===== src/rtl/afc_pkg.sv =====
package afc_pkg;

    localparam int CHAR_W = 8;

    typedef logic [CHAR_W-1:0] char_t;

    // sequencer for the characters this side sends to its peer
    typedef enum logic [1:0] {
        LF_OPEN      = 2'd0,
        LF_XOFF_PEND = 2'd1,
        LF_XOFF_SENT = 2'd2,
        LF_XON_PEND  = 2'd3
    } lflow_e;

    typedef struct packed {
        logic  load;
        logic  pop;
        char_t ch;
    } tx_slot_t;

    function automatic logic is_flow_char(input char_t ch, input char_t on_c,
                                          input char_t off_c);
        return (ch == on_c) || (ch == off_c);
    endfunction

endpackage


===== src/rtl/afc_rts_ctl.sv =====
module afc_rts_ctl #(
    parameter int LVL_W = 6
) (
    input  logic             clk,
    input  logic             rst,
    input  logic             hw_en,
    input  logic [LVL_W-1:0] fill,
    input  logic [LVL_W-1:0] halt_lvl,
    input  logic [LVL_W-1:0] resume_lvl,
    output logic             rts
);
    logic rts_q;
    logic rts_d;

    always_comb begin
        rts_d = rts_q;
        if (!hw_en)                   rts_d = 1'b1;
        else if (fill >= halt_lvl)    rts_d = 1'b0;
        else if (fill <  resume_lvl)  rts_d = 1'b1;
    end

    always_ff @(posedge clk) begin
        if (rst) rts_q <= 1'b1;
        else     rts_q <= rts_d;
    end

    assign rts = rts_q;
endmodule


===== src/rtl/afc_rx_filter.sv =====
module afc_rx_filter
    import afc_pkg::*;
(
    input  logic  clk,
    input  logic  rst,
    input  logic  sw_en,
    input  char_t on_c,
    input  char_t off_c,
    input  logic  in_valid,
    input  char_t in_data,
    output logic  wr,
    output char_t wdata,
    output logic  hold
);
    logic  wr_q;
    char_t wdata_q;
    logic  hold_q;
    logic  swallow;

    assign swallow = sw_en && in_valid && is_flow_char(in_data, on_c, off_c);

    always_ff @(posedge clk) begin
        if (rst) begin
            wr_q    <= 1'b0;
            wdata_q <= '0;
            hold_q  <= 1'b0;
        end else begin
            wr_q <= in_valid && !swallow;
            if (in_valid) wdata_q <= in_data;
            if (!sw_en)
                hold_q <= 1'b0;
            else if (in_valid && in_data == off_c)
                hold_q <= 1'b1;
            else if (in_valid && in_data == on_c)
                hold_q <= 1'b0;
        end
    end

    assign wr    = wr_q;
    assign wdata = wdata_q;
    assign hold  = hold_q;
endmodule


===== src/rtl/afc_local_flow.sv =====
module afc_local_flow
    import afc_pkg::*;
#(
    parameter int LVL_W = 6
) (
    input  logic             clk,
    input  logic             rst,
    input  logic             sw_en,
    input  logic [LVL_W-1:0] fill,
    input  logic [LVL_W-1:0] halt_lvl,
    input  logic [LVL_W-1:0] resume_lvl,
    input  logic             grant,
    output logic             req,
    output logic             req_is_on
);
    lflow_e st_q, st_d;

    always_comb begin
        st_d = st_q;
        if (!sw_en) begin
            st_d = LF_OPEN;
        end else begin
            case (st_q)
                LF_OPEN:      if (fill >= halt_lvl) st_d = LF_XOFF_PEND;
                LF_XOFF_PEND: if (grant)            st_d = LF_XOFF_SENT;
                              else if (fill < resume_lvl) st_d = LF_OPEN;
                LF_XOFF_SENT: if (fill < resume_lvl) st_d = LF_XON_PEND;
                LF_XON_PEND:  if (grant)            st_d = LF_OPEN;
                              else if (fill >= halt_lvl) st_d = LF_XOFF_SENT;
                default:      st_d = LF_OPEN;
            endcase
        end
    end

    always_ff @(posedge clk) begin
        if (rst) st_q <= LF_OPEN;
        else     st_q <= st_d;
    end

    assign req       = sw_en && (st_q == LF_XOFF_PEND || st_q == LF_XON_PEND);
    assign req_is_on = (st_q == LF_XON_PEND);
endmodule


===== src/rtl/afc_tx_arb.sv =====
module afc_tx_arb
    import afc_pkg::*;
(
    input  logic  clk,
    input  logic  rst,
    input  logic  hw_en,
    input  logic  sw_en,
    input  logic  cts,
    input  logic  hold,
    input  logic  busy,
    input  logic  flow_req,
    input  logic  flow_is_on,
    input  char_t on_c,
    input  char_t off_c,
    input  logic  host_avail,
    input  char_t host_byte,
    output logic  flow_grant,
    output logic  load,
    output char_t ch,
    output logic  pop
);
    tx_slot_t slot_q, slot_d;
    logic     free_slot;
    logic     gate_ok;
    logic     host_grant;

    assign free_slot  = !busy && !slot_q.load;
    assign gate_ok    = !hw_en || cts;
    assign flow_grant = free_slot && gate_ok && flow_req;
    assign host_grant = free_slot && gate_ok && !flow_req && host_avail
                        && !(sw_en && hold);

    always_comb begin
        slot_d.load = flow_grant || host_grant;
        slot_d.pop  = host_grant;
        slot_d.ch   = flow_grant ? (flow_is_on ? on_c : off_c) : host_byte;
    end

    always_ff @(posedge clk) begin
        if (rst) slot_q <= '0;
        else     slot_q <= slot_d;
    end

    assign load = slot_q.load;
    assign pop  = slot_q.pop;
    assign ch   = slot_q.ch;
endmodule


===== src/rtl/afc_top.sv =====
module afc_top
    import afc_pkg::*;
#(
    parameter  int FIFO_DEPTH = 32,
    localparam int LVL_W      = $clog2(FIFO_DEPTH + 1)
) (
    input  logic             clk,
    input  logic             rst,
    input  logic             hw_flow_en,
    input  logic             sw_flow_en,
    input  logic [7:0]       xon_char,
    input  logic [7:0]       xoff_char,
    input  logic [LVL_W-1:0] halt_level,
    input  logic [LVL_W-1:0] resume_level,
    input  logic [LVL_W-1:0] rx_fill_level,
    input  logic             cts_in,
    output logic             rts_out,
    input  logic             rx_valid,
    input  logic [7:0]       rx_data,
    output logic             fifo_wr,
    output logic [7:0]       fifo_wdata,
    input  logic             tx_avail,
    input  logic [7:0]       tx_byte,
    output logic             tx_pop,
    input  logic             ser_busy,
    output logic             ser_load,
    output logic [7:0]       ser_char
);
    logic remote_hold;
    logic flow_req;
    logic flow_is_on;
    logic flow_grant;

    afc_rts_ctl #(.LVL_W(LVL_W)) rts_i (
        .clk(clk), .rst(rst), .hw_en(hw_flow_en), .fill(rx_fill_level),
        .halt_lvl(halt_level), .resume_lvl(resume_level), .rts(rts_out)
    );

    afc_rx_filter rxf_i (
        .clk(clk), .rst(rst), .sw_en(sw_flow_en), .on_c(xon_char),
        .off_c(xoff_char), .in_valid(rx_valid), .in_data(rx_data),
        .wr(fifo_wr), .wdata(fifo_wdata), .hold(remote_hold)
    );

    afc_local_flow #(.LVL_W(LVL_W)) lfl_i (
        .clk(clk), .rst(rst), .sw_en(sw_flow_en), .fill(rx_fill_level),
        .halt_lvl(halt_level), .resume_lvl(resume_level), .grant(flow_grant),
        .req(flow_req), .req_is_on(flow_is_on)
    );

    afc_tx_arb arb_i (
        .clk(clk), .rst(rst), .hw_en(hw_flow_en), .sw_en(sw_flow_en),
        .cts(cts_in), .hold(remote_hold), .busy(ser_busy),
        .flow_req(flow_req), .flow_is_on(flow_is_on), .on_c(xon_char),
        .off_c(xoff_char), .host_avail(tx_avail), .host_byte(tx_byte),
        .flow_grant(flow_grant), .load(ser_load), .ch(ser_char), .pop(tx_pop)
    );
endmodule


===== config.mk =====
export PLATFORM = sky130hd
export DESIGN_NAME = afc_top
export DESIGN_NICKNAME = d
export VERILOG_FILES = /design/src/rtl/afc_pkg.sv /design/src/rtl/afc_rts_ctl.sv /design/src/rtl/afc_rx_filter.sv /design/src/rtl/afc_local_flow.sv /design/src/rtl/afc_tx_arb.sv /design/src/rtl/afc_top.sv
export SDC_FILE = /design/constraint.sdc
export NUM_CORES = 1
export LEC_CHECK = 0
export BUFFER_PORTS_ARGS = -buffer_cell sky130_fd_sc_hd__buf_4
export CAP_MARGIN = 20
export CORE_ASPECT_RATIO = 0.5
export CORE_MARGIN = 5
export CORE_UTILIZATION = 47
export CTS_BUF_LIST = sky130_fd_sc_hd__clkbuf_8
export CTS_CLUSTER_DIAMETER = 80
export DETAILED_ROUTE_END_ITERATION = 7
export GPL_TIMING_DRIVEN = 0
export PLACE_DENSITY = 0.81
export SKIP_LAST_GASP = 1
export SYNTH_ARGS = -nofsm -noshare
export SYNTH_HDL_FRONTEND = slang
export SYNTH_SLANG_ARGS = --single-unit

===== constraint.sdc =====
create_clock -name clk -period 1.9 [get_ports clk]
set_input_delay 0.19 -clock clk [delete_from_list [all_inputs] [get_ports clk]]
set_output_delay 0.19 -clock clk [all_outputs]
set_load 0.005 [all_outputs]

**Word-level counts from Yosys, hierarchy flattened**

Index checks and enable logic that the tools add are counted.

- Latch bits: 0
- Memory bits (writable): 0
- Memories: 0
- Bits in read-only memories: 0
- Logic and storage cells: 63
- Bits in registers: 23
- Input bits: 58

- Add/sub/neg operators: 0
- Equality and inequality tests: 9
- Reduce and logical (&&, ||, !) cells: 29
- Div/mod/pow operators: 0
- $mul: 0
- Order comparisons: 2
- Shift-type cells: 0
- Multiplexer cells: 13
- Bitwise logic cells: 2

Operators by type and width:

| operator | number |
|---|---|
| equality test 8 bit | 2 |
| two-way mux 8 bit | 2 |
| logical AND 1 bit | 13 |
| two-way mux 2 bit | 6 |
| one-hot mux 2 bit (4 select lines) | 1 |
| >= comparator 6 bit | 1 |
| zero test 1 bit | 6 |
| less-than comparator 6 bit | 1 |
| equality test 2 bit, second input constant | 2 |
| logical OR 1 bit | 4 |
| two-way mux 1 bit | 4 |
| inequality test 2 x 1 -> 1 bit, second input constant | 2 |
| AND reduction 4 bit | 1 |
| nonzero test 2 bit | 2 |
| OR reduction 2 bit | 2 |
| inequality test 3 x 1 -> 1 bit, second input constant | 1 |
| inequality test 3 bit, second input constant | 1 |
| equality test 2 x 1 -> 1 bit, second input constant | 1 |
| zero test 2 bit | 1 |
| NOT 1 bit | 2 |

**Longest topological paths before layout**

Gate-level depths: netlist of run 1.

- Depth in word-level cells: 8
- Depth in mapped cells: 7
- Depth with buffers taken out: 7

**Hierarchy**

Synthesis of run 1 repeated with hierarchy kept, for this count alone.

- Cells, all modules: 204
- Area total of the unflattened synthesis: 1843.0 um^2

Modules (own cells, without submodules):

| module | instances | area each (um^2) | cells an instance |
|---|---|---|---|
| afc_tx_arb | 1 | 561.8 | 52 |
| afc_rx_filter | 1 | 545.5 | 59 |
| afc_local_flow | 1 | 429.2 | 51 |
| afc_rts_ctl | 1 | 306.5 | 42 |

**Worst setup path before layout of run 1**

Ideal clock, no wire load.

- Kind: input to register
- Start: input resume_level[5]
- End: register lfl_i.st_q[0]
- Required time: 1.838 ns
- Cell stages on the path: 6
- Path slack: 0.521 ns
- Arrival time: 1.317 ns
- Buffers on the path: 0
- Path through: inv_1 ha_1 a21oi_2 o221ai_2 or4b_1 nand3_1

- Longest elaborated chain between the ends: 3
- Elaborated cells between the ends (all ways): 4
- Classes of those cells: 1 x order compare; 2 x eq/ne; 1 x reduce/logical

RTL lines:

| item | RTL line | text |
|---|---|---|
| from (decl) | afc_top.sv:14 | `input logic [LVL_W-1:0] resume_level,` |
| less-than comparator 6 bit * | afc_local_flow.sv:26, afc_local_flow.sv:27 |  |
| inequality test 3 x 1 -> 1 bit (no line) or inequality test 2 x 1 -> 1 bit (tied branches) | n/a |  |
| AND reduction 4 bit (no line) * | n/a |  |
| to (signal assigned) | afc_local_flow.sv:37 | `else st_q <= st_d;` |
| to (decl) | afc_local_flow.sv:16 | `lflow_e st_q, st_d;` |

Mark *: on every way between the ends. The rest lies on a longest branch, timed or not.
A chain may end at the register's enable or synchronous reset.

**Worst setup path after layout of run 1**

- Start: register lfl_i.st_q[0]
- End: register arb_i.slot_q, in the netlist arb_i.ch[6]

- Longest elaborated chain between the ends: 5
- Elaborated cells between the ends (all ways): 7
- Classes of those cells: 2 x eq/ne; 2 x mux; 3 x reduce/logical

RTL lines:

| item | RTL line | text |
|---|---|---|
| equality test 2 x 1 -> 1 bit or equality test 2 bit (tied branches) | afc_local_flow.sv:40, afc_local_flow.sv:41 |  |
| logical OR 1 bit | afc_local_flow.sv:40 | `assign req = sw_en && (st_q == LF_XOFF_PEND \|\| st_q == LF_XON_PEND);` |
| logical AND 1 bit | afc_local_flow.sv:40 |  |
| logical AND 1 bit | afc_tx_arb.sv:29 | `assign flow_grant = free_slot && gate_ok && flow_req;` |
| two-way mux 8 bit * | afc_tx_arb.sv:36 | `slot_d.ch = flow_grant ? (flow_is_on ? on_c : off_c) : host_byte;` |
| to (signal assigned) | afc_tx_arb.sv:41 | `else slot_q <= slot_d;` |
| to (decl) | afc_tx_arb.sv:22 | `tx_slot_t slot_q, slot_d;` |

Marks and branches as above.

==> results of run 1 <==
## flip-flops by register name, summed over array words and instances (netlist names)
name	cells
rxf_i.wdata	8
arb_i.pop	1
rts_i.rts	1
arb_i.load	1
rxf_i.wr	1
rxf_i.hold	1
lfl_i.st_q	2
arb_i.ch	8
## cell type report
| class | count | area share |
|---|---|---|
| plain buffers | 7 | 0.0214 |
| clock buffers | 3 | 0.0191 |
| clock inverters | 1 | 0.00173 |
| inverters | 14 | 0.0243 |
| multi-input cells | 119 | 0.434 |
| flip-flops and latches | 23 | 0.213 |
| well taps | 40 | 0.0231 |
| repair buffers | 76 | 0.264 |
## cell families (layout without fill, tap and decap cells)
group	after synthesis	in the layout
AOI/OAI and AO/OA	25	25
xor gates and xnor gates	17	17
adders and majority gates	11	11
buffers and inverters	21	101
DFF	23	23
muxes	9	9
and+or+nand+nor	57	57
## how the worst max path moves through the flow
| stage | start | endpoint | slack, ns | cells after the start |
|---|---|---|---|---|
| after detailed placement | resume_level[5] | lfl_i.st_q[0]$_SDFFE_PP0P_ | 0.36 | 7 |
| after CTS | lfl_i.st_q[0]$_SDFFE_PP0P_ | arb_i.ch[6]$_SDFF_PP0_ | 0.45 | 5 |
| after floorplan | resume_level[5] | lfl_i.st_q[0]$_SDFFE_PP0P_ | 0.52 | 6 |
| after global routing | lfl_i.st_q[0]$_SDFFE_PP0P_ | arb_i.ch[6]$_SDFF_PP0_ | 0.35 | 5 |
| after global placement | halt_level[0] | lfl_i.st_q[0]$_SDFFE_PP0P_ | 0.38 | 7 |
| final | lfl_i.st_q[0]$_SDFFE_PP0P_ | arb_i.ch[6]$_SDFF_PP0_ | 0.43 | 5 |
## metrics by stage
stage / cells / setup slack, ns
floorplan: 163 / 0.521
global route: 283 / 0.354
global placement: 279 / 0.383
finish: 283 / 0.427
detailed placement: 279 / 0.363
CTS: 283 / 0.452
## cell usage in the layout, fill, tap and decap left out, types with 4 or more instances in the layout
cell / synthesis / final
nor2_2: 8 / 8
xnor2_1: 10 / 10
a21oi_1: 5 / 5
a311oi_2: 8 / 8
nor2_1: 9 / 9
nand3_1: 10 / 10
nand4_1: 4 / 4
nand2_1: 16 / 16
xor2_1: 7 / 7
dfxtp_1: 23 / 23
inv_1: 13 / 14
ha_1: 11 / 11
buf_4: 1 / 77
mux2i_1: 9 / 9
## cells in the mapped netlist, drive strengths merged, types with 4 or more instances
cell,number,area share
nand4,4,0.017
nand2,16,0.040
ha,11,0.092
xnor2,10,0.058
buf,5,0.026
nand3,10,0.033
mux2i,9,0.060
dfxtp,23,0.31
inv,14,0.035
a311oi,8,0.080
nor2,17,0.056
xor2,7,0.041
a21oi,8,0.034
## worst reg2reg max path, cell delays in order, from the launching register on
cell       delay (ns)
dfxtp_1          0.42
nand2_1          0.12
a2111oi_4        0.28
buf_6            0.22
nor2_2           0.05
a311oi_2         0.28
## power by group
group          leakage [nW]  total, W  switching, W  internal, W
Sequential            0.190  0.000520     0.0000121     0.000508
Combinational         0.816  0.000339      0.000150     0.000189
Clock                0.0269  0.000302      0.000158     0.000144
## routing by layer
metal  part of all wire  vias to the layer above  global-route usage
li1                   -                      728                   -
met1               0.45                      683               0.224
met2               0.47                       58               0.308
met3              0.051                       14              0.0486
met4              0.026                        0              0.0693
met5                  0                        -                   0
==> impl_metrics.py, run 1 <==
metrics = {
    "outcome": {
        "status": "finished clean",
    },
    "clock_network": {
        "cts_tree": "done",
        "max-clock-path-buffers": 2,
        "root_buffer": "clkbuf_8",
        "post_cts_buffers": 0,
        "cts_hold_buffers": 0,
        "cts_sinks": 23,
        "cts.repair.resized": 0,
        "clk_latency_ns": 0.26,
        "cts.clk_slew.worst_paths_ns": 0.08,
        "cts_buffers": 3,
        "ctsHtreeMaxLevel": 1,
    },
    "detailed_routing": {
        "post_drt_wl_per_cell_um": 14.9,
        "vias": 1483,
        "drc": 0,
        "drtPass1Iterations": 4,
        "totalWireLength_mm": 4.23,
        "via_per_inst": 5.24,
        "first_iter_violations": 48,
        "ant_nets": 0,
    },
    "synthesis": {
        "postSynthAreaPerCell_um2": 9.20,
        "synth-compound-area-share": 0.179,
        "synthArstFlopShare": 0,
        "yosys.area_share.simple": 0.196,
        "synth_adder_area_share": 0.0918,
        "synth_top_family_by_area": "simple AND/OR/NAND/NOR gates",
        "synth_fp_nets": 232,
        "synth_cells": 163,
        "ys_warn_count": 0,
        "ys_seq_area_frac": 0.307,
        "synth_top_flop_cell": "dfxtp_1",
        "synth_cell_types": 35,
        "synth_seq_cells": 23,
        "synth_mux_area_frac": 0.0601,
        "synth_edf_count": 0,
        "synth_xor_area_frac": 0.0993,
        "syn_area_um2": 1500,
    },
    "sta": {
        "rsz0062_at_grt": "false",
        "skew_ns": 0.000309,
        "slew_headroom": 0.651,
        "hold_violations": 0,
        "slew_violations": 0,
        "setup_violations": 0,
        "tns_ns": 0,
        "fmax_mhz": 679,
        "tightest_slew_ns": 0.523,
        "fin_hold_ws_ns": 0.115,
        "period_minus_slack_ns": 1.47,
        "min_period_over_period": 0.775,
    },
    "setup_path": {
        "critPathKind": "flip-flop to flip-flop",
        "critPathRequiredTime_ns": 2.07,
        "reg2regPathDepth": 5,
        "cp-start-kind": "flip-flop",
        "r2r_start": "lfl_i.st_q[0]$_SDFFE_PP0P_",
        "cp_max_fo": 10,
        "slowest_stage": "dfxtp_1",
        "r2r_end": "arb_i.ch[6]$_SDFF_PP0_",
        "arrival_ns": 1.64,
        "reg2reg_slack_ns": 0.43,
        "slowest_delay_ns": 0.42,
        "crit_family": "compound AO/OA/AOI/OAI gates",
        "cp_num_buf_inv": 1,
        "crit_chain": "nand2_1 -> a2111oi_4 -> buf_6 -> nor2_2 -> a311oi_2",
        "end_kind": "flip-flop",
    },
    "die": {
        "num_io_pins": 78,
        "fp.dieW_um": 89.9,
        "row_count": 14,
        "placeableCoreArea_um2": 3030,
        "die-area_um2": 4490,
        "start_util": 0.495,
        "die_h_um": 49.9,
    },
    "final_layout": {
        "regArea_um2": 460,
        "syn_to_final_growth_pct": 44.4,
        "n_antenna_cell": 0,
        "drive_above_1_share": 0.436,
        "fin_util": 0.714,
        "multi_input_area_um2": 940,
        "fin_nets": 313,
        "design_area_um2": 2160,
        "fillers": 250,
    },
    "grt": {
        "grt_max_degree": 13,
        "overflow": 0,
        "grtUsageTotal": 0.183,
        "first_global_vias": 1494,
        "antenna_found_initial": 0,
        "grt_pass1_wl_mm": 6.76,
    },
    "place": {
        "port_buffers": 76,
        "dp_hpwl_mm": 3.44,
        "place_congestion": 0.810,
        "place_area_um2": 2120,
    },
    "power": {
        "p_leak_nw": 1.03,
        "total_power_w": 0.00116,
        "peakVddDrop_v": 0.000321,
        "power_density_nw_per_um2": 536,
    },
    "hold_path": {
        "worstHoldStart": "sw_flow_en",
        "hold_depth": 2,
        "hold_path.class": "input pin to flip-flop",
        "hold_path_end": "rxf_i.wr$_SDFF_PP0_",
    },
    "job": {
        "drv_cap": 0,
    },
}
No activity file was read; power rests on OpenSTA's default activity.
==> inputs of run 2 (changes only) <==
clock period = 1.45 ns   (was 1.9 ns; I/O delays follow)
==> run 2 against run 1 <==
Compared with the run above: via count barely moved; setup slack got worse by 0.39 ns; register-to-register slack got worse by 0.39 ns; final cell count rose by 0.35%; combinational power rose by 32%; flip-flop and latch count did not move; fmax rose by 4.1%; largest cell class unchanged; critical path depth did not move; largest power group unchanged.
==> impl_metrics.py, run 2 (synthesis gave the netlist of run 1 again) <==
metrics = {
    "outcome": {
        "status": "finished clean",
    },
    "setup_path": {
        "cp_max_fo": 5,
        "reg2regPathDepth": 5,
        "crit_chain": "nand2_4 -> a2111oi_4 -> buf_6 -> nor2_2 -> a311oi_2",
        "slowest_delay_ns": 0.39,
        "end_kind": "flip-flop",
        "slowest_stage": "dfxtp_4",
        "critPathKind": "flip-flop to flip-flop",
        "arrival_ns": 1.58,
        "cp_num_cells": 5,
        "critPathRequiredTime_ns": 1.62,
        "reg2reg_slack_ns": 0.04,
        "cp_num_buf_inv": 1,
        "crit_family": "compound AO/OA/AOI/OAI gates",
        "cp-start-kind": "flip-flop",
    },
    "detailed_routing": {
        "met1_length_mm": 1.92,
        "vias": 1484,
        "drtPass1Iterations": 4,
        "post_drt_wl_per_cell_um": 15.0,
        "ant_nets": 0,
        "totalWireLength_mm": 4.27,
        "dr_wl_met2_mm": 2.00,
        "met3WireLength_um": 227,
        "via_per_inst": 5.23,
        "top_layer_used": "met4",
        "drc": 0,
        "first_iter_violations": 66,
    },
    "sta": {
        "fmax_mhz": 707,
        "skew_ns": 0.00162,
        "slew_headroom": 0.656,
        "period_minus_slack_ns": 1.41,
        "setup_violations": 0,
        "tns_ns": 0,
        "tightest_slew_ns": 0.517,
        "slew_violations": 0,
        "hold_violations": 0,
        "rsz0062_at_grt": "false",
        "min_period_over_period": 0.975,
    },
    "place": {
        "port_buffers": 76,
        "dp.cells": 279,
        "place_congestion": 0.810,
        "dp_hpwl_mm": 3.44,
    },
    "final_layout": {
        "fin_nets": 314,
        "syn_to_final_growth_pct": 45.7,
        "multi_input_area_um2": 952,
        "regArea_um2": 464,
        "drive_above_1_share": 0.451,
        "n_antenna_cell": 0,
        "final_cell_mix": "buf_4, dfxtp_1, nand2_1, inv_1, ha_1",
        "final_common_cell": "buf_4",
        "fillers": 249,
        "stdcell_count": 284,
    },
    "grt": {
        "overflow": 0,
        "first_global_vias": 1494,
        "grt_max_degree": 13,
        "antenna_found_initial": 0,
        "grt_pass1_wl_mm": 6.76,
        "grtUsageTotal": 0.183,
    },
    "die": {
        "die_h_um": 49.9,
        "num_io_pins": 78,
        "row_count": 14,
        "fp.dieW_um": 89.9,
        "die-area_um2": 4490,
        "start_util": 0.495,
        "placeableCoreArea_um2": 3030,
    },
    "clock_network": {
        "cts_tree": "done",
        "root_buffer": "clkbuf_8",
        "cts_sinks": 23,
        "clk_latency_ns": 0.26,
        "cts_buffers": 3,
        "cts.clk_slew.worst_paths_ns": 0.08,
        "ctsHtreeMaxLevel": 1,
        "max-clock-path-buffers": 2,
    },
    "hold_path": {
        "hold_depth": 2,
        "hold_path.class": "input pin to flip-flop",
    },
    "power": {
        "power_density_nw_per_um2": 698,
        "p_leak_nw": 1.05,
        "peakVddDrop_v": 0.000420,
    },
    "job": {
        "drv_cap": 0,
    },
}
-- run 2: changes by cell type in the layout (fill, tap and decap cells not counted) --
cell / before / now
nand2_4: 0 / 1
nor3_2: 0 / 1
nand2_1: 16 / 15
dfxtp_4: 0 / 1
buf_4: 77 / 79
dfxtp_1: 23 / 22
buf_6: 2 / 1
nor3_1: 3 / 2
-- run 2: cell type report --
type                    count  area share
plain buffers               6      0.0160
clock buffers               3      0.0189
clock inverters             1     0.00172
inverters                  14      0.0241
multi-input cells         119       0.436
flip-flops and latches     23       0.212
well taps                  40      0.0229
repair buffers             78       0.268
-- run 2: path summary, 6_finish.rpt --
check / startpoint / to
setup reg to reg: lfl_i.st_q[0]$_SDFFE_PP0P_ / arb_i.ch[3]$_SDFF_PP0_
setup / recovery: lfl_i.st_q[0]$_SDFFE_PP0P_ / arb_i.ch[3]$_SDFF_PP0_
hold reg to reg: rxf_i.hold$_SDFFE_PP0P_ / rxf_i.hold$_SDFFE_PP0P_
hold / removal: sw_flow_en / rxf_i.wr$_SDFF_PP0_
-- run 2: repair_timing --
item	in CTS	in global routing
setup endpoints to repair	0	9
buffers inserted	0	1
hold buffers	0	0
gates resized for setup	0	6
-- run 2: metal layers --
layer	vias to the layer above	track usage
met5	-	0
met4	0	0.0693
met3	12	0.0486
met2	63	0.308
met1	679	0.224
li1	730	-
-- run 2: power by group --
group	total (W)	switching (W)	internal (W)
Clock	0.000395	0.000206	0.000189
Combinational	0.000447	0.000198	0.000248
Sequential	0.000682	0.0000166	0.000665
-- run 2: metrics by stage --
step / utilization / area (µm²) / hold WS, ns / total power, W / setup WS, ns
after floorplan: - / 1500 / 0.233 / 0.000899 / 0.116
after global placement: 0.699 / 2120 / 0.351 / 0.00112 / -0.0223
after detailed placement: 0.699 / 2120 / 0.354 / 0.00114 / -0.0417
after CTS: 0.714 / 2160 / 0.0688 / 0.00153 / 0.00202
after global routing: 0.721 / 2180 / 0.0909 / 0.00160 / 0.00611
final: 0.721 / 2180 / 0.0890 / 0.00152 / 0.0356
